===== config.mk =====
export PLATFORM = sky130hd
export DESIGN_NAME = mem_zeroize_seq
export DESIGN_NICKNAME = d
export VERILOG_FILES = /design/src/rtl/zs_pkg.sv /design/src/rtl/zs_pick.sv /design/src/rtl/zs_region_rom.sv /design/src/rtl/zs_walker.sv /design/src/rtl/mem_zeroize_seq.sv
export SDC_FILE = /design/constraint.sdc
export NUM_CORES = 1
export LEC_CHECK = 0
export ABC_AREA = 1
export ABC_CLOCK_PERIOD_IN_PS = 2300
export BUFFER_PORTS_ARGS = -buffer_cell sky130_fd_sc_hd__buf_4
export CORE_AREA = 3 3 118 91
export DETAILED_ROUTE_END_ITERATION = 12
export DIE_AREA = 0 0 121 94
export PLACE_DENSITY = 0.71
export SYNTH_ARGS = -nofsm -noshare
export SYNTH_HDL_FRONTEND = slang
export SYNTH_SLANG_ARGS = --single-unit

===== constraint.sdc =====
create_clock -name clk -period 2.3 [get_ports clk]
set_input_delay 0.575 -clock clk [delete_from_list [all_inputs] [get_ports clk]]
set_output_delay 0.575 -clock clk [all_outputs]
set_load 0.01 [all_outputs]

===== src/rtl/zs_pkg.sv =====
package zs_pkg;
  typedef enum logic {
    ZS_IDLE = 1'b0,
    ZS_RUN  = 1'b1
  } zs_state_t;
endpackage


===== src/rtl/zs_pick.sv =====
module zs_pick #(
  parameter int NREG  = 4,
  parameter int IDX_W = 2
) (
  input  logic [NREG-1:0]  mask,
  output logic [IDX_W-1:0] idx
);
  // Lowest set bit wins; scan from the top so the last hit is the lowest.
  always_comb begin
    idx = '0;
    for (int i = NREG - 1; i >= 0; i--) begin
      if (mask[i]) idx = IDX_W'(i);
    end
  end
endmodule


===== src/rtl/zs_region_rom.sv =====
module zs_region_rom #(
  parameter int NREG   = 4,
  parameter int IDX_W  = 2,
  parameter int ADDR_W = 32,
  parameter int BYTE_SH = 2,
  parameter logic [NREG*ADDR_W-1:0] REG_BASE  = '0,
  parameter logic [NREG*ADDR_W-1:0] REG_BYTES = '0
) (
  input  logic [IDX_W-1:0]  idx,
  output logic [ADDR_W-1:0] base,
  output logic [ADDR_W-1:0] words_m1
);
  logic [ADDR_W-1:0] base_tab [NREG];
  logic [ADDR_W-1:0] cnt_tab  [NREG];

  for (genvar g = 0; g < NREG; g++) begin : g_tab
    assign base_tab[g] = REG_BASE[g*ADDR_W +: ADDR_W];
    assign cnt_tab[g]  = (REG_BYTES[g*ADDR_W +: ADDR_W] >> BYTE_SH) - ADDR_W'(1);
  end

  assign base     = base_tab[idx];
  assign words_m1 = cnt_tab[idx];
endmodule


===== src/rtl/zs_walker.sv =====
module zs_walker #(
  parameter int ADDR_W     = 32,
  parameter int WORD_BYTES = 4
) (
  input  logic              clk,
  input  logic              rst,
  input  logic              load,
  input  logic [ADDR_W-1:0] load_base,
  input  logic [ADDR_W-1:0] load_words_m1,
  input  logic              step,
  output logic [ADDR_W-1:0] addr,
  output logic              last
);
  logic [ADDR_W-1:0] remain;

  always_ff @(posedge clk) begin
    if (rst) begin
      addr   <= '0;
      remain <= '0;
    end else if (load) begin
      addr   <= load_base;
      remain <= load_words_m1;
    end else if (step) begin
      addr   <= addr + ADDR_W'(WORD_BYTES);
      remain <= remain - ADDR_W'(1);
    end
  end

  assign last = (remain == '0);
endmodule


===== src/rtl/mem_zeroize_seq.sv =====
module mem_zeroize_seq #(
  parameter int NREG   = 4,
  parameter int ADDR_W = 32,
  parameter int DATA_W = 32,
  parameter logic [NREG*ADDR_W-1:0] REG_BASE =
    {32'h2001_C000, 32'h2001_0000, 32'h2000_8000, 32'h2000_0000},
  parameter logic [NREG*ADDR_W-1:0] REG_BYTES =
    {32'h0000_4000, 32'h0000_C000, 32'h0000_8000, 32'h0000_8000}
) (
  input  logic              clk,
  input  logic              rst,
  input  logic              trig_we,
  input  logic [NREG-1:0]   trig_mask,
  output logic [NREG-1:0]   pend_mask,
  output logic              busy,
  output logic              done,
  output logic [ADDR_W-1:0] mem_addr,
  output logic              mem_we,
  output logic [DATA_W-1:0] mem_wdata,
  input  logic              mem_ready
);
  import zs_pkg::*;

  localparam int IDX_W      = (NREG > 1) ? $clog2(NREG) : 1;
  localparam int WORD_BYTES = DATA_W / 8;
  localparam int BYTE_SH    = $clog2(WORD_BYTES);

  zs_state_t         state;
  logic [NREG-1:0]   pend;
  logic [IDX_W-1:0]  cur;
  logic [NREG-1:0]   pend_after;
  logic [IDX_W-1:0]  idx_trig, idx_rest, idx_next;
  logic [ADDR_W-1:0] nxt_base, nxt_words_m1;
  logic              last_word, accept, start, region_end, move_on, walk_load;

  assign accept     = (state == ZS_RUN) && mem_ready;
  assign start      = (state == ZS_IDLE) && trig_we && (trig_mask != '0);
  assign region_end = accept && last_word;
  assign pend_after = pend & ~(NREG'(1) << cur);
  assign move_on    = region_end && (pend_after != '0);
  assign walk_load  = start || move_on;
  assign idx_next   = (state == ZS_IDLE) ? idx_trig : idx_rest;

  zs_pick #(.NREG(NREG), .IDX_W(IDX_W)) u_pick_trig (
    .mask (trig_mask),
    .idx  (idx_trig)
  );

  zs_pick #(.NREG(NREG), .IDX_W(IDX_W)) u_pick_rest (
    .mask (pend_after),
    .idx  (idx_rest)
  );

  zs_region_rom #(
    .NREG(NREG), .IDX_W(IDX_W), .ADDR_W(ADDR_W), .BYTE_SH(BYTE_SH),
    .REG_BASE(REG_BASE), .REG_BYTES(REG_BYTES)
  ) u_rom (
    .idx      (idx_next),
    .base     (nxt_base),
    .words_m1 (nxt_words_m1)
  );

  zs_walker #(.ADDR_W(ADDR_W), .WORD_BYTES(WORD_BYTES)) u_walk (
    .clk           (clk),
    .rst           (rst),
    .load          (walk_load),
    .load_base     (nxt_base),
    .load_words_m1 (nxt_words_m1),
    .step          (accept && !last_word),
    .addr          (mem_addr),
    .last          (last_word)
  );

  always_ff @(posedge clk) begin
    if (rst) begin
      state <= ZS_IDLE;
      pend  <= '0;
      cur   <= '0;
      done  <= 1'b0;
    end else begin
      done <= 1'b0;
      case (state)
        ZS_IDLE: begin
          if (start) begin
            pend  <= trig_mask;
            cur   <= idx_trig;
            state <= ZS_RUN;
          end
        end
        ZS_RUN: begin
          if (region_end) begin
            pend <= pend_after;
            if (pend_after == '0) begin
              state <= ZS_IDLE;
              done  <= 1'b1;
            end else begin
              cur <= idx_rest;
            end
          end
        end
        default: state <= ZS_IDLE;
      endcase
    end
  end

  assign pend_mask = pend;
  assign busy      = (state == ZS_RUN);
  assign mem_we    = (state == ZS_RUN);
  assign mem_wdata = '0;
endmodule


* Word level (Yosys, flattened, before mapping)
Cells that the tools add are included.
** Operators by class
- Add/sub/neg operators :: 2
- Multiply operators :: 0
- Div/mod/pow operators :: 0
- $lt $le $gt $ge :: 1
- Eq/ne operators :: 3
- Shift operators :: 1
- Mux-type cells :: 31
- Bitwise operators :: 5
- Reduce and logical (&&, ||, !) cells :: 16
** Operators by type and width (count)
- $mux 32 :: 8
- $bmux 32 s2 :: 2
- $add 32x3->32 const B :: 1
- $logic_not 32->1 :: 1
- $sub 32x1->32 const B :: 1
- $mux 2 :: 12
- $mux 4 :: 2
- $pmux 4 s2 :: 1
- $reduce_bool 4->1 :: 2
- $logic_and 1x1->1 :: 6
- $and 4x4->4 :: 1
- $logic_not 4->1 :: 1
- $mux 1 :: 4
- $ne 2x2->1 const B :: 2
- $not 4->4 :: 1
- $pmux 2 s2 :: 1
- $shl 1x2->4 const A :: 1
- $ge 3x3->1 const B :: 1
- $not 2->3 :: 1
- $reduce_and 3->1 :: 1
- $reduce_or 3->1 :: 1
- $ne 2x1->1 const B :: 1
- $not 1->1 :: 2
- $pmux 1 s2 :: 1
- 4 further kinds :: 4
** Word-level totals
- Bits in registers :: 72
- Latch bits :: 0
- Bits in writable memories :: 0
- Memory bits (read-only) :: 0
- Input bits :: 8
- Output and inout bits :: 71
- Word-level logic and storage cells :: 65
- Memories :: 0

* Longest topological paths before layout
Gate-level depths: netlist (run 1).
- Depth in word-level cells :: 13
- Mapped depth :: 14

* Cells and area by module
Synthesis (run 1) repeated with hierarchy kept, for this count alone.
** Second synthesis, totals
- Cell total of the unflattened synthesis :: 872
- Area, all modules :: 5554.1 sq um
** By module, submodules not included
- zs_walker :: times used 1, cells each 681, area each 4279.1 sq um, seq. area each 1281.2 sq um
- mem_zeroize_seq :: times used 1, cells each 112, area each 724.4 sq um, seq. area each 160.2 sq um
- zs_region_rom :: times used 1, cells each 67, area each 483.0 sq um, seq. area each 0.0 sq um
- zs_pick :: times used 2, cells each 6, area each 33.8 sq um, seq. area each 0.0 sq um

* Worst setup path after synthesis (run 1)
Ideal clock, no wire load.
- Path type :: register -> register
- From :: reg u_walk.remain[0]
- To :: reg u_walk.remain[7]
- Library setup time :: 0.138 ns
- Arrival :: 1.631 ns
- Data required time :: 2.162 ns
- Setup slack :: 0.531 ns
- Stages on the path, launching flop included :: 12
- Clock period less this slack :: 1.769 ns
- Path through :: dfxtp_1 inv_1 ha_1 nand2_1 nor2_4 nand2_2 nor2_4 nor2_1 buf_6 buf_2 a21oi_1 a21oi_2
** Between the ends
- Cells in the longest elaborated chain, start to end :: 5
** RTL lines
- from (decl) :: RTL line zs_walker.sv:14 : logic [ADDR_W-1:0] remain;
- from (signal assigned) :: RTL line zs_walker.sv:22 : remain <= load_words_m1;
- from (signal assigned) :: RTL line zs_walker.sv:25 : remain <= remain - ADDR_W'(1);
- parallel branches: the longest is 5 deep, another holds $sub 32x1->32
Several ways; the timed one is not identified. The select of a mux whose other input is x is not followed.
A chain may end at the register's enable or synchronous reset.

* Worst setup path after layout (run 1)
- From :: reg u_walk.remain[0]
- To :: reg u_walk.remain[26]
The elaborated chain is that of the path after synthesis.

==> reports/qor.yml, run 1 <==
run_status:
  status: "complete, no violations"
synth:
  synth-seq-area-share_pct: 29.1
  syn_inst: 750
  synthSimpleGateAreaFrac_pct: 43.9
  synthAdderAreaFrac_pct: 0.520
  synth-async-reset-ratio_pct: 0
  synth_mux_area_share_pct: 0
  yosysMostFrequentCell: "nand2_1"
  ys_types: 41
  synth_ff_type: "dfxtp_1"
  ys_warn_count: 0
  synth_edf_count: 0
  yosys-top-cells-count: "nand2_1 (197), nor2_1 (150), inv_1 (71), dfxtp_1 (70), nand3_1 (55)"
  synth_compound_gate_area_share_pct: 8.71
  synth_top_area_share_pct: 29.1
  synth_top_family_by_area: "simple AND/OR/NAND/NOR gates"
  ys_top_cells_by_area: "dfxtp_1 (29%), nand2_1 (15%), nor2_1 (12%), buf_4 (5.9%), nand3_1 (5.7%)"
  syn_area_sq_mm: 0.00481
  synth-seq-cells: 70
  synth_top_area_cell: "dfxtp_1"
  syn_avg_cell_area_sq_um: 6.41
  synth_xor_area_share_pct: 3.46
power_and_ir_drop:
  p_leak_nw: 2.43
  pwr-share-comb_pct: 22.1
  ir_worst_vdd_v: 0.000395
  pwr-share-clk_pct: 38.4
  switching_share_pct: 31.9
  finalPower_w: 0.00338
  power_density_mw_per_mm2: 623
  p_int_w: 0.00231
  power_switching_w: 0.00108
  power_frac_seq_pct: 39.5
clocking:
  cts_tree: "done"
  worstSkewPairLatency_ps: 330
  cts_num_sinks: 70
  h-tree-depth: 3
  root_buffer: "clkbuf_16"
  clk_pin_slew_worst_paths_ps: 50
  cts_hold_buf: 0
  post-cts-setup-buffers: 0
  cts_buffers: 9
  clockBufferDepth: 2
floorplanning:
  fp.dieW_microns: 121
  start_util_pct: 49.8
  core_sq_mm: 0.00966
  std_cell_rows: 31
  top_level_ports: 79
  die_h_microns: 94
  dieArea_sq_mm: 0.0114
timing:
  fin_crit_ps: 2130
  fin_crit_sh_pct: 92.6
  setup_viol: 0
  finClkSkew_ps: 4.09
  tightestPinTransition_ps: 721
  hold_viol_final: 0
  rsz0062_at_grt: "no"
  setup_tns_ps: 0
  fmax_mhz: 470
  slew_headroom_pct: 51.5
  finalMaxSlewViolations: 0
finish:
  fin_nets: 807
  fillCellCount: 979
  seqCellArea_sq_mm: 0.00140
  area_growth_pct: 13.0
  multiInputGateArea_sq_mm: 0.00286
  stdcell_count: 932
  drive_gt1_share_pct: 16.3
  finish.instance_area_sq_mm: 0.00543
  diodes: 0
routing:
  wirelength_microns: 12700
  drt_pass1_iterations: 6
  ant_nets: 0
  drt_iter0_drc: 407
  vias_per_cell: 5.04
  vias: 4701
  drc_errors: 0
  routedWlPerCell_microns: 13.6
setup_path:
  cp.arrival_ps: 2340
  cp-end-kind: "flip-flop"
  path_class: "reg2reg"
  worstPathCellList: "inv_1 > ha_1 > nand2_1 > nor2_4 > nand2_2 > nor2_4 > nand2_2 > nand2_4 > nand2_8 > nand3b_1 > a21oi_2"
  cpMaxStageDelayCell: "dfxtp_1"
  critPathMaxFanout: 45
  cpPeakStageDelay_ps: 330
  cp-start-kind: "flip-flop"
  cp.required_ps: 2510
placement:
  hpwl_microns: 9520
  gp_congestion: 1.01
  port_buffers: 44
  dp_cells: 918
  placed_cell_area_sq_mm: 0.00515
min_path:
  min_path_type: "reg2reg"
global_routing:
  grt_pass1_vias: 4121
  grt_max_degree: 46
  antenna_found_initial: 0
  grt_overflow_total: 0
  track_usage_pct: 22.7
  grt_pass1_wl_microns: 20400
flow_run:
  drv_cap: 0
## repair_timing
action	4_1_cts	5_1_grt
endpoints found under the setup margin	3	20
pin swaps	0	0
resized for setup	1	2
## cell families (layout without fill, tap and decap cells)
kind of cell | after synthesis | count (layout)
AOI/OAI and AO/OA | 68 | 68
and+or+nand+nor | 463 | 463
other | 1 | 34
xor gates and xnor gates | 19 | 19
adders and majority gates | 2 | 2
DFF | 70 | 70
buffers and inverters | 127 | 144
## final timing paths
| kind | startpoint | to | slack [ps] | cells after the start |
|---|---|---|---|---|
| min | u_walk.remain[30] | u_walk.remain[30] | 500 | 2 |
| max | u_walk.remain[0] | u_walk.remain[26] | 170 | 11 |
| min reg2reg | u_walk.remain[30] | u_walk.remain[30] | 500 | 2 |
| max reg2reg | u_walk.remain[0] | u_walk.remain[26] | 170 | 11 |
## sequential cells by signal, indices dropped and copies added (netlist names)
signal / count
done: 1
u_walk.remain: 32
pend_mask: 4
u_walk.addr: 30
cur: 2
busy: 1
## metrics by stage
step | utilization [%] | setup WS, ps | hold WS [ps]
global route | 56.3 | 7.64 | 531
CTS | 56.2 | 110 | 507
global placement | 53.3 | 136 | 485
detailed placement | 53.3 | 14.5 | 496
floorplan | - | 531 | 471
finish | 56.3 | 170 | 503
## worst max-delay path, delay by kind of cell, from the launching register on
kind	cells	cell delay, ps
fa+ha+maj	1	190
flops	1	330
compound gates	1	60
buf+inv	1	80
simple gates	8	1310
## placed cells by master (no fill, tap or decap), types with 2 or more instances in the layout
master / n
nand2_1: 197
nor2_1: 149
inv_1: 71
dfxtp_1: 70
nand3_1: 55
buf_4: 55
conb_1: 34
nand3_2: 25
o21ai_0: 22
a21oi_1: 18
xor2_1: 17
a21oi_2: 15
clkbuf_16: 9
nand4_1: 6
o21ai_1: 5
nand3b_1: 5
o21bai_1: 5
nor2_4: 4
nor2_2: 3
nand2_2: 3
nor4_1: 3
clkbuf_8: 3
nand2_4: 2
nand3b_2: 2
nor3_1: 2
xnor2_1: 2
ha_1: 2
buf_12: 2
## layout make-up
| class | instances | share of cell area [%] |
|---|---|---|
| flip-flops and latches | 70 | 25.8 |
| clock buffers | 13 | 4.97 |
| multi-input cells | 586 | 52.7 |
| well taps | 132 | 3.04 |
| inverters | 73 | 5.09 |
| repair buffers | 57 | 8.34 |
| clock inverters | 1 | 0.0921 |
## per-layer routing
metal | track usage, % | share of wire [%] | wire length [microns] | vias to the layer above
li1 | - | - | - | 2387
met1 | 33.3 | 48 | 6040 | 2105
met2 | 32.5 | 42 | 5280 | 199
met3 | 7.59 | 9.8 | 1240 | 10
met4 | 3.68 | 0.71 | 90 | 0
met5 | 0 | 0 | 0 | -
## power by group through the flow
stage / registers [W] / clock network, W / logic [W]
floorplan: 0.00135 / 0 / 0.000620
global placement: 0.00136 / 0 / 0.000723
detailed placement: 0.00136 / 0 / 0.000733
CTS: 0.00133 / 0.00133 / 0.000739
global route: 0.00134 / 0.00137 / 0.000840
finish: 0.00134 / 0.00130 / 0.000748
Note: power is estimated with default switching activity, not from simulation.
==> run 2: changes to the inputs <==
--- a/config.mk
+++ b/config.mk
@@ -8,9 +8,9 @@
 export ABC_AREA = 1
 export ABC_CLOCK_PERIOD_IN_PS = 2300
 export BUFFER_PORTS_ARGS = -buffer_cell sky130_fd_sc_hd__buf_4
-export CORE_AREA = 3 3 118 91
+export CORE_AREA = 2 2 117 90
 export DETAILED_ROUTE_END_ITERATION = 12
-export DIE_AREA = 0 0 121 94
+export DIE_AREA = 0 0 119 92
 export PLACE_DENSITY = 0.71
 export SYNTH_ARGS = -nofsm -noshare
 export SYNTH_HDL_FRONTEND = slang
==> reports/qor.yml, run 2 (same netlist as run 1, synthesis figures left out) <==
clocking:
  h-tree-depth: 3
  root_buffer: "clkbuf_16"
  clockBufferDepth: 2
  cts_resized: 0
  cts_buffers: 9
  clk_pin_slew_worst_paths_ps: 50
  cts_hold_buf: 0
  cts_tree: "done"
  post-cts-setup-buffers: 0
  cts_num_sinks: 70
  worstSkewPairLatency_ps: 340
flow_run:
  drv_cap: 0
power_and_ir_drop:
  power_frac_seq_pct: 39.2
  power_switching_w: 0.00110
  switching_share_pct: 32.2
  pwr-share-clk_pct: 38.5
  pwr-share-comb_pct: 22.3
  p_int_w: 0.00231
  p_leak_nw: 2.42
  power_density_mw_per_mm2: 628
  ir_worst_vdd_v: 0.000392
timing:
  fin_crit_ps: 2090
  setup_viol: 0
  fmax_mhz: 478
  slew_headroom_pct: 63.9
  finClkSkew_ps: 4.96
  finalMaxSlewViolations: 0
  hold_viol_final: 0
  tightestPinTransition_ps: 537
  setup_tns_ps: 0
  fin_crit_sh_pct: 91.0
  fin_ws_ps: 208
  rsz0062_at_grt: "no"
global_routing:
  grt_max_degree: 46
  use_met2_pct: 35.4
  grt_overflow_total: 0
  met3_usage_pct: 6.72
  antenna_found_initial: 0
  grt_pass1_vias: 4313
  grt_pass1_wl_microns: 21000
  gr-usage-met1_pct: 34.0
  track_usage_pct: 23.8
  top_usage_layer: "met2"
finish:
  fin_nets: 806
  stdcell_count: 935
  finish.instance_area_sq_mm: 0.00542
  drive_gt1_share_pct: 16.3
  final_common_cell: "nand2_1"
  largest_reg_flops: 32
  mostFrequentLayoutCells: "nand2_1 (197), nor2_1 (148), inv_1 (71), dfxtp_1 (70)"
  area_growth_pct: 12.7
  largest-register: "u_walk.remain"
  diodes: 0
routing:
  vias_per_cell: 5.15
  vias: 4816
  drc_errors: 0
  drt_iter0_drc: 394
  ant_nets: 0
  wirelength_microns: 12500
  drt_pass1_iterations: 5
  routedWlPerCell_microns: 13.4
setup_path:
  cp.required_ps: 2510
  r2r_slack_ps: 210
  cp-end-kind: "flip-flop"
  reg2reg_depth: 11
  critPathMaxFanout: 45
  cp-start-kind: "flip-flop"
  cp.arrival_ps: 2300
  r2r_end: "u_walk.remain[31]"
  r2r-start: "u_walk.remain[0]"
  path_class: "reg2reg"
placement:
  placed_cell_area_sq_mm: 0.00513
  dp_cells: 921
  port_buffers: 44
  hpwl_microns: 9160
  gp_congestion: 0.996
  dp_slack_ps: 28.2
min_path:
  min_path_type: "reg2reg"
  whs_endpoint: "u_walk.remain[14]"
  hold_depth: 2
  hp-start: "u_walk.remain[14]"
run_status:
  status: "complete, no violations"
floorplanning:
  die_h_microns: 92
  dieArea_sq_mm: 0.0109
  core_sq_mm: 0.00997
  top_level_ports: 79
  std_cell_rows: 32
  fp.dieW_microns: 119
  start_util_pct: 48.2
[run 2: final cells by class]
type | instances | area (sq um)
Fill cell | 967 | 4550
Multi-Input combinational cell | 586 | 2860
Sequential cell | 70 | 1400
Timing Repair Buffer | 56 | 433
Inverter | 73 | 277
Clock buffer | 13 | 270
Tap cell | 136 | 170
Clock inverter | 1 | 5.00
[run 2: worst max-delay path, stage by stage, from the launching register on]
cell and delay [ps]:
dfxtp_1 320, inv_1 80, ha_1 180, nand2_1 140, nor2_4 210, nand2_2 100, nor2_4 180, nand2_2 100
nand2_4 140, nand2_8 240, nand3_1 190, a21oi_2 60
[run 2: worst max-delay path by stage]
stage | from | endpoint | slack (ps)
floorplan | u_walk.remain[0] | u_walk.remain[7] | 530
global placement | u_walk.remain[0] | u_walk.remain[14] | 130
detailed placement | u_walk.remain[0] | u_walk.addr[3] | 30
CTS | u_walk.remain[0] | u_walk.addr[3] | 10
global route | u_walk.remain[0] | u_walk.remain[2] | 8
finish | u_walk.remain[0] | u_walk.remain[31] | 210
[run 2: power groups by stage]
stage | combinational (W) | sequential [W] | clock (W)
global placement | 0.000727 | 0.00136 | 0
global route | 0.000853 | 0.00135 | 0.00138
detailed placement | 0.000739 | 0.00136 | 0
CTS | 0.000744 | 0.00133 | 0.00133
floorplan | 0.000620 | 0.00135 | 0
finish | 0.000759 | 0.00134 | 0.00131
[run 2: routing by layer]
metal | vias to the layer above | wire length [microns]
li1 | 2392 | -
met1 | 2185 | 5750
met2 | 221 | 5320
met3 | 18 | 1300
met4 | 0 | 123
met5 | - | 0
[run 2: stage by stage]
stage | util (%) | hold slack [ps] | total power [W]
final | 54.4 | 508 | 0.00341
after global routing | 54.4 | 524 | 0.00358
after CTS | 54.3 | 506 | 0.00341
after detailed placement | 51.5 | 498 | 0.00210
after global placement | 51.5 | 490 | 0.00208
after floorplan | - | 471 | 0.00197
